`src/rtl/ide_cfg_pkg.sv`:
```
package ide_cfg_pkg;

   localparam int OFS_W = 3;

   localparam logic [OFS_W-1:0] OFS_BANK_LO = 3'd0;
   localparam logic [OFS_W-1:0] OFS_BANK_HI = 3'd1;
   localparam logic [OFS_W-1:0] OFS_CTL     = 3'd2;
   localparam logic [OFS_W-1:0] OFS_CHAN    = 3'd3;
   localparam logic [OFS_W-1:0] OFS_SPARE   = 3'd4;
   localparam logic [OFS_W-1:0] OFS_TIMING  = 3'd5;
   localparam logic [OFS_W-1:0] OFS_SELECT  = 3'd6;

   localparam logic [7:0] CTL_KEEP  = 8'hC1;
   localparam logic [7:0] CTL_FORCE = 8'h02;
   localparam logic [7:0] CHAN_KEEP = 8'hDF;
   localparam logic [7:0] TIM_WMASK = 8'h87;

   typedef struct packed {
      logic [7:0]      ctl;
      logic [7:0]      sel;
      logic [7:0]      timing;
      logic [7:0]      spare;
      logic [7:0]      chan;
      logic [1:0][7:0] bank1;
      logic [1:0][7:0] bank0;
   } cfg_regs_t;

endpackage

```
`src/rtl/ide_cfg_wr_lane.sv`:
```
module ide_cfg_wr_lane
   import ide_cfg_pkg::*;
(
   input  cfg_regs_t        st_i,
   input  logic             en_i,
   input  logic [OFS_W-1:0] ofs_i,
   input  logic [7:0]       d_i,
   output cfg_regs_t        st_o,
   output logic             exit_o,
   output logic             lock_o
);

   always_comb begin
      st_o   = st_i;
      exit_o = 1'b0;
      lock_o = 1'b0;
      if (en_i) begin
         unique case (ofs_i)
            OFS_BANK_LO, OFS_BANK_HI: begin
               if (st_i.sel[0]) st_o.bank1[ofs_i[0]] = d_i;
               else             st_o.bank0[ofs_i[0]] = d_i;
            end
            OFS_CTL: begin
               st_o.ctl = (d_i & CTL_KEEP) | CTL_FORCE;
               exit_o   = d_i[7] | d_i[6];
               lock_o   = d_i[6];
            end
            OFS_CHAN:   st_o.chan   = d_i & CHAN_KEEP;
            OFS_TIMING: st_o.timing = (st_i.timing & ~TIM_WMASK) | (d_i & TIM_WMASK);
            OFS_SELECT: st_o.sel    = d_i;
            default: ;
         endcase
      end
   end

endmodule

```
`src/rtl/ide_cfg_rd_lane.sv`:
```
module ide_cfg_rd_lane
   import ide_cfg_pkg::*;
(
   input  cfg_regs_t        st_i,
   input  logic [OFS_W-1:0] ofs_i,
   input  logic             smm_i,
   output logic [7:0]       q_o
);

   always_comb begin
      unique case (ofs_i)
         OFS_BANK_LO, OFS_BANK_HI:
            q_o = st_i.sel[0] ? st_i.bank1[ofs_i[0]] : st_i.bank0[ofs_i[0]];
         OFS_CTL:    q_o = smm_i ? {1'b1, st_i.ctl[6:0]} : 8'h00;
         OFS_CHAN:   q_o = st_i.chan;
         OFS_SPARE:  q_o = st_i.spare;
         OFS_TIMING: q_o = st_i.timing;
         OFS_SELECT: q_o = st_i.sel;
         default:    q_o = 8'hFF;
      endcase
   end

endmodule

```
`src/rtl/ide_cfg_mode.sv`:
```
module ide_cfg_mode #(
   parameter int UNLOCK_READS = 2
) (
   input  logic clk,
   input  logic rst_n,
   input  logic probe_i,
   input  logic exit_i,
   input  logic lock_i,
   output logic cfg_mode_o,
   output logic locked_o
);

   localparam int CNT_W = (UNLOCK_READS > 2) ? $clog2(UNLOCK_READS) : 1;
   localparam logic [CNT_W-1:0] CNT_LAST = CNT_W'(UNLOCK_READS - 1);

   generate
      if (UNLOCK_READS < 2) begin : g_bad_reads
         $error("UNLOCK_READS must be at least 2");
      end
   endgenerate

   logic [CNT_W-1:0] cnt_q;

   always_ff @(posedge clk) begin
      if (!rst_n) begin
         cnt_q      <= '0;
         cfg_mode_o <= 1'b0;
         locked_o   <= 1'b0;
      end else begin
         if (probe_i && !cfg_mode_o) begin
            if (cnt_q == CNT_LAST) begin
               cnt_q <= '0;
               if (!locked_o) cfg_mode_o <= 1'b1;
            end else begin
               cnt_q <= cnt_q + 1'b1;
            end
         end
         if (exit_i) cfg_mode_o <= 1'b0;
         if (lock_i) locked_o   <= 1'b1;
      end
   end

   p_lock_sticky_r5: assert property (@(posedge clk) disable iff (!rst_n)
      locked_o |=> locked_o);

   p_no_reentry_r5: assert property (@(posedge clk) disable iff (!rst_n)
      (locked_o && !cfg_mode_o) |=> !cfg_mode_o);

   p_entry_cause_r2: assert property (@(posedge clk) disable iff (!rst_n)
      (!cfg_mode_o && !probe_i) |=> !cfg_mode_o);

endmodule

```
`src/rtl/ide_cfg_unlock.sv`:
```
module ide_cfg_unlock
   import ide_cfg_pkg::*;
#(
   parameter int         MAX_BYTES    = 4,
   parameter int         UNLOCK_READS = 2,
   parameter logic [7:0] CTL_INIT     = 8'h80,
   parameter logic [7:0] CHAN_INIT    = 8'h01,
   parameter logic [7:0] TIM_INIT     = 8'h20,
   localparam int        DATA_W       = 8 * MAX_BYTES
) (
   input  logic              clk,
   input  logic              rst_n,
   input  logic [OFS_W-1:0]  acc_addr,
   input  logic [1:0]        acc_size,
   input  logic              acc_rd,
   input  logic              acc_wr,
   input  logic [DATA_W-1:0] acc_wdata,
   input  logic              smm_act,
   output logic [DATA_W-1:0] rdata,
   output logic              cfg_mode,
   output logic              pri_en
);

   localparam int NB_W = 3;

   generate
      if (MAX_BYTES != 2 && MAX_BYTES != 4) begin : g_bad_lanes
         $error("MAX_BYTES must be 2 or 4");
      end
      if (CTL_INIT[5:2] != 4'h0 || CHAN_INIT[5] != 1'b0) begin : g_bad_init
         $error("reset values violate the register write masks");
      end
   endgenerate

   cfg_regs_t regs_q;
   cfg_regs_t st_chain [MAX_BYTES+1];
   logic [MAX_BYTES-1:0] lane_exit, lane_lock;
   logic [NB_W-1:0] nbytes;
   logic wr_go, probe, locked;

   always_comb begin
      unique case (acc_size)
         2'd0:    nbytes = NB_W'(1);
         2'd1:    nbytes = NB_W'(2);
         2'd2:    nbytes = (MAX_BYTES >= 4) ? NB_W'(4) : NB_W'(0);
         default: nbytes = NB_W'(0);
      endcase
   end

   assign wr_go = acc_wr && cfg_mode;
   assign probe = acc_rd && !acc_wr && (acc_size == 2'd1) && (acc_addr == OFS_BANK_HI);
   assign st_chain[0] = regs_q;

   for (genvar k = 0; k < MAX_BYTES; k++) begin : g_lane
      logic [OFS_W-1:0] ofs;
      logic             in_acc;
      logic [7:0]       q;

      assign ofs    = acc_addr + OFS_W'(k);
      assign in_acc = (NB_W'(k) < nbytes);

      ide_cfg_wr_lane u_wr (
         .st_i   (st_chain[k]),
         .en_i   (wr_go && in_acc),
         .ofs_i  (ofs),
         .d_i    (acc_wdata[8*k +: 8]),
         .st_o   (st_chain[k+1]),
         .exit_o (lane_exit[k]),
         .lock_o (lane_lock[k])
      );

      ide_cfg_rd_lane u_rd (
         .st_i  (regs_q),
         .ofs_i (ofs),
         .smm_i (smm_act),
         .q_o   (q)
      );

      assign rdata[8*k +: 8] = (cfg_mode && in_acc) ? q : 8'hFF;
   end

   always_ff @(posedge clk) begin
      if (!rst_n) begin
         regs_q        <= '0;
         regs_q.ctl    <= CTL_INIT;
         regs_q.chan   <= CHAN_INIT;
         regs_q.timing <= TIM_INIT;
      end else if (wr_go) begin
         regs_q <= st_chain[MAX_BYTES];
      end
   end

   ide_cfg_mode #(.UNLOCK_READS(UNLOCK_READS)) u_mode (
      .clk        (clk),
      .rst_n      (rst_n),
      .probe_i    (probe),
      .exit_i     (wr_go && (|lane_exit)),
      .lock_i     (wr_go && (|lane_lock)),
      .cfg_mode_o (cfg_mode),
      .locked_o   (locked)
   );

   assign pri_en = !cfg_mode && regs_q.chan[0];

   p_pri_gate_r6: assert property (@(posedge clk) disable iff (!rst_n)
      cfg_mode |-> !pri_en);

   p_chan_bit5_r6: assert property (@(posedge clk) disable iff (!rst_n)
      !regs_q.chan[5]);

   p_ctl_shape_r4: assert property (@(posedge clk) disable iff (!rst_n)
      regs_q.ctl[5:2] == 4'h0);

   p_tim_hold_r7: assert property (@(posedge clk) disable iff (!rst_n)
      1'b1 |=> $stable(regs_q.timing[6:3]));

   p_normal_frozen_r12: assert property (@(posedge clk) disable iff (!rst_n)
      !cfg_mode |=> $stable(regs_q));

   p_lock_blocks_r5: assert property (@(posedge clk) disable iff (!rst_n)
      (locked && !cfg_mode) |=> !cfg_mode);

endmodule

```
`config.mk`:
```
export PLATFORM = sky130hd
export DESIGN_NAME = ide_cfg_unlock
export DESIGN_NICKNAME = d
export VERILOG_FILES = /design/src/rtl/ide_cfg_pkg.sv /design/src/rtl/ide_cfg_wr_lane.sv /design/src/rtl/ide_cfg_rd_lane.sv /design/src/rtl/ide_cfg_mode.sv /design/src/rtl/ide_cfg_unlock.sv
export SDC_FILE = /design/constraint.sdc
export NUM_CORES = 1
export LEC_CHECK = 0
export ABC_AREA = 1
export BUFFER_PORTS_ARGS = -buffer_cell sky130_fd_sc_hd__buf_2
export CORE_MARGIN = 5
export CORE_UTILIZATION = 40
export DETAILED_ROUTE_END_ITERATION = 12
export GPL_ROUTABILITY_DRIVEN = 0
export PLACE_DENSITY = 0.57
export SYNTH_ARGS = -nofsm -noshare
export SYNTH_HDL_FRONTEND = slang
export SYNTH_HIERARCHICAL = 1
export SYNTH_SLANG_ARGS = --single-unit
```
`constraint.sdc`:
```
create_clock -name clk -period 4.3 [get_ports clk]
set_input_delay 0.43 -clock clk [delete_from_list [all_inputs] [get_ports clk]]
set_output_delay 0.43 -clock clk [all_outputs]
set_load 0.05 [all_outputs]
```
==> results_tabular.tex <==
\begin{tabular}{lr}
\hline
Metric & Value \\
\hline
\multicolumn{2}{l}{\textbf{Clock tree}} \\
\quad Total clock buffers created by CTS & 9 \\
\quad Max Buffers Root-to-Sink & 2 \\
\quad Hold buffer count at cts & 0 \\
\quad Clock tree from TritonCTS & yes \\
\quad Cell at the root of the clock tree & sky130\_fd\_sc\_hd\_\_clkbuf\_16 \\
\quad Worst-path clk slew & 0.06 ns \\
\quad H-tree levels & 3 \\
\quad Post-CTS setup-driven buffer insertion count & 0 \\
\quad Insertion delay of the later-clocked pin in the worst-skew pair & 0.36 ns \\
\quad Sinks on the clock net & 74 \\
\quad Number of resized instances in the post-cts repair step & 0 \\
\multicolumn{2}{l}{\textbf{Synthesis}} \\
\quad Net count after synthesis & 2229 \\
\quad Synth warnings & 6 \\
\quad Average cell area after synthesis & 5.03 um\^{}2 \\
\quad Number of instances in the synthesized netlist & 2181 \\
\quad Mapped Area & 11000 um\^{}2 \\
\multicolumn{2}{l}{\textbf{Setup path}} \\
\quad Largest fanout of any net on the critical path & 24 \\
\quad Kind of critical path & primary input to output port \\
\quad Slowest library cell on the worst path & sky130\_fd\_sc\_hd\_\_buf\_2 \\
\quad Endpoint class of the critical path & output port \\
\quad WP data arrival & 3.12 ns \\
\quad Worst Setup Start Kind & primary input \\
\quad CP peak stage delay & 0.45 ns \\
\quad Worst path bufs/invs & 6 \\
\quad Data required, critical path & 3.87 ns \\
\quad Family with the most delay on the worst path & buffers and inverters \\
\quad Crit path cell chain & buf\_2 -> inv\_1 -> ha\_1 -> buf\_4 -> inv\_1 -> inv\_2 -> nor2\_4 -> nand3\_1 -> nand3\_1 -> nor2\_1 -> nand2\_1 -> or2\_2 -> buf\_2 \\
\multicolumn{2}{l}{\textbf{Detailed routing}} \\
\quad Final antenna-violating net count & 0 \\
\quad DRC violation count after routing & 0 \\
\quad Drt initial violations & 1834 \\
\quad Number of search-and-repair iterations in the first detailed-routing pass & 7 \\
\quad Vias/cell & 5.63 \\
\quad Routed len/inst & 18.5 um \\
\quad Detailed Route WL & 45600 um \\
\quad Total number of vias & 13900 \\
\multicolumn{2}{l}{\textbf{Final layout}} \\
\quad Most frequent standard cell in the layout excluding fill and tap cells & sky130\_fd\_sc\_hd\_\_nand2\_1 \\
\quad Fraction of layout cells with a size suffix above 1 & 8.09\% \\
\quad Total of fill cells in the finished design & 3084 \\
\quad Final Instance Area & 11200 um\^{}2 \\
\quad Nets@finish & 2169 \\
\quad Synthesis-to-layout area growth & 2.48\% \\
\quad Final antenna diode count & 0 \\
\quad Most frequent cells in the layout & sky130\_fd\_sc\_hd\_\_nand2\_1 (819), sky130\_fd\_sc\_hd\_\_nor2\_1 (310), sky130\_fd\_sc\_hd\_\_inv\_1 (243) \\
\multicolumn{2}{l}{\textbf{Placement}} \\
\quad Half-perimeter wire length of the detailed placement result & 32100 um \\
\quad Cell area after placement & 10900 um\^{}2 \\
\quad Number of buffers inserted by port buffering & 75 \\
\multicolumn{2}{l}{\textbf{Pwr}} \\
\quad Switching Share & 35.7\% \\
\quad Pint & 1.26 mW \\
\quad Static leakage & 6.23 nW \\
\quad Clk pwr share & 42.3\% \\
\quad Net switching power & 0.701 mW \\
\quad Fraction of power consumed by sequential logic & 34.9\% \\
\quad Gate power share & 22.8\% \\
\quad Peak VDD IR & 0.195 mV \\
\quad Total power draw & 1.96 mW \\
\quad Pwr/cell area & 175 nW/um\^{}2 \\
\multicolumn{2}{l}{\textbf{Floorplanning}} \\
\quad Floorplan die area & 30800 um\^{}2 \\
\quad DIE HEIGHT & 176 um \\
\quad Std-Cell Rows & 60 \\
\quad Number of I/O pins & 76 \\
\quad Core Box Area & 27000 um\^{}2 \\
\quad Initial Util & 40.7\% \\
\quad Width of the die & 176 um \\
\multicolumn{2}{l}{\textbf{Hold path}} \\
\quad Type of the most critical hold path & primary input to flip-flop \\
\multicolumn{2}{l}{\textbf{Timing}} \\
\quad Layout Skew & 0.00947 ns \\
\quad Total negative slack for setup checks & 0 ns \\
\quad Minimum clock period after layout & 3.55 ns \\
\quad Final hold violation count & 0 \\
\quad Final-report max-slew violation count & 0 \\
\quad Worst slew pin tran & 0.891 ns \\
\quad Final setup vio count & 0 \\
\quad Headroom to the max-slew limit & 40.4\% \\
\quad Fin crit share & 82.6\% \\
\quad F\_max & 281 MHz \\
\quad RSZ-0062 raised after global routing & no \\
\multicolumn{2}{l}{\textbf{Global routing}} \\
\quad Overall fraction of global-route tracks in use & 28.2\% \\
\quad Global-route wire length before repair & 68900 um \\
\quad Via count of the first global-routing pass & 12200 \\
\quad Total congestion overflow & 0 \\
\quad Largest net degree at the start of global routing & 79 \\
\quad Number of antenna violations at the first check in global routing & 0 \\
\multicolumn{2}{l}{\textbf{Outcome}} \\
\quad Run status & complete, no violations \\
\multicolumn{2}{l}{\textbf{Flow run}} \\
\quad Max-cap check violation count & 0 \\
\hline
\end{tabular}
## tightest hold or removal path: cells and delay by family
| kind | cells | cell delay, ns |
|---|---|---|
| buf+inv | 1 | 0.14 |
| simple gates | 2 | 0.17 |
## power groups by stage
stage | registers, mW | clock network [mW] | logic (mW)
after CTS | 0.685 | 0.847 | 0.427
after global placement | 0.701 | 0 | 0.424
final | 0.685 | 0.830 | 0.447
after detailed placement | 0.701 | 0 | 0.426
after floorplan | 0.701 | 0 | 0.283
after global routing | 0.685 | 0.871 | 0.475
## metrics by stage
| step | setup slack (ns) | instances | hold slack [ns] | utilization, % |
|---|---|---|---|---|
| after floorplan | 0.433 | 2181 | 0.440 | - |
| after detailed placement | 0.682 | 2451 | 0.458 | 40.5 |
| after global placement | 0.755 | 2451 | 0.450 | 40.5 |
| after CTS | 0.854 | 2467 | 0.409 | 41.7 |
| after global routing | 0.534 | 2467 | 0.444 | 41.7 |
| final | 0.747 | 2467 | 0.423 | 41.7 |
## area by class of cell
class	count	area [um^2]	area share, %
Clock buffer	11	253	2.25
Clock inverter	5	61.3	0.545
Inverter	265	995	8.85
Multi-Input combinational cell	1668	7420	66.0
Sequential cell	74	1480	13.2
Tap cell	341	427	3.80
Timing Repair Buffer	103	598	5.32
## routing by layer
metal	GRT usage, %	part of all wire [%]
met1	38.4	42
met2	42.6	41
met3	6.24	13
met4	12.6	4.8
met5	0	0
## sequential cells by signal (all words and copies together) (netlist names)
name and count:
u_mode/locked_o 1, regs_q 71, u_mode/cnt_q 1, u_mode/cfg_mode_o 1
## worst paths after layout
check	startpoint	slack [ns]	end	cells after the start
hold reg to reg	u_mode/locked_o$_SDFFE_PN0P_	0.47	u_mode/locked_o$_SDFFE_PN0P_	1
setup reg to reg	u_mode/cfg_mode_o$_SDFFE_PP0P_	0.86	regs_q[13]$_SDFFE_PN0P_	17
setup / recovery	acc_addr[1]	0.75	rdata[28]	13
hold / removal	acc_wr	0.42	regs_q[32]$_SDFFE_PN1P_	3
Power figures use the tool's default switching activity.
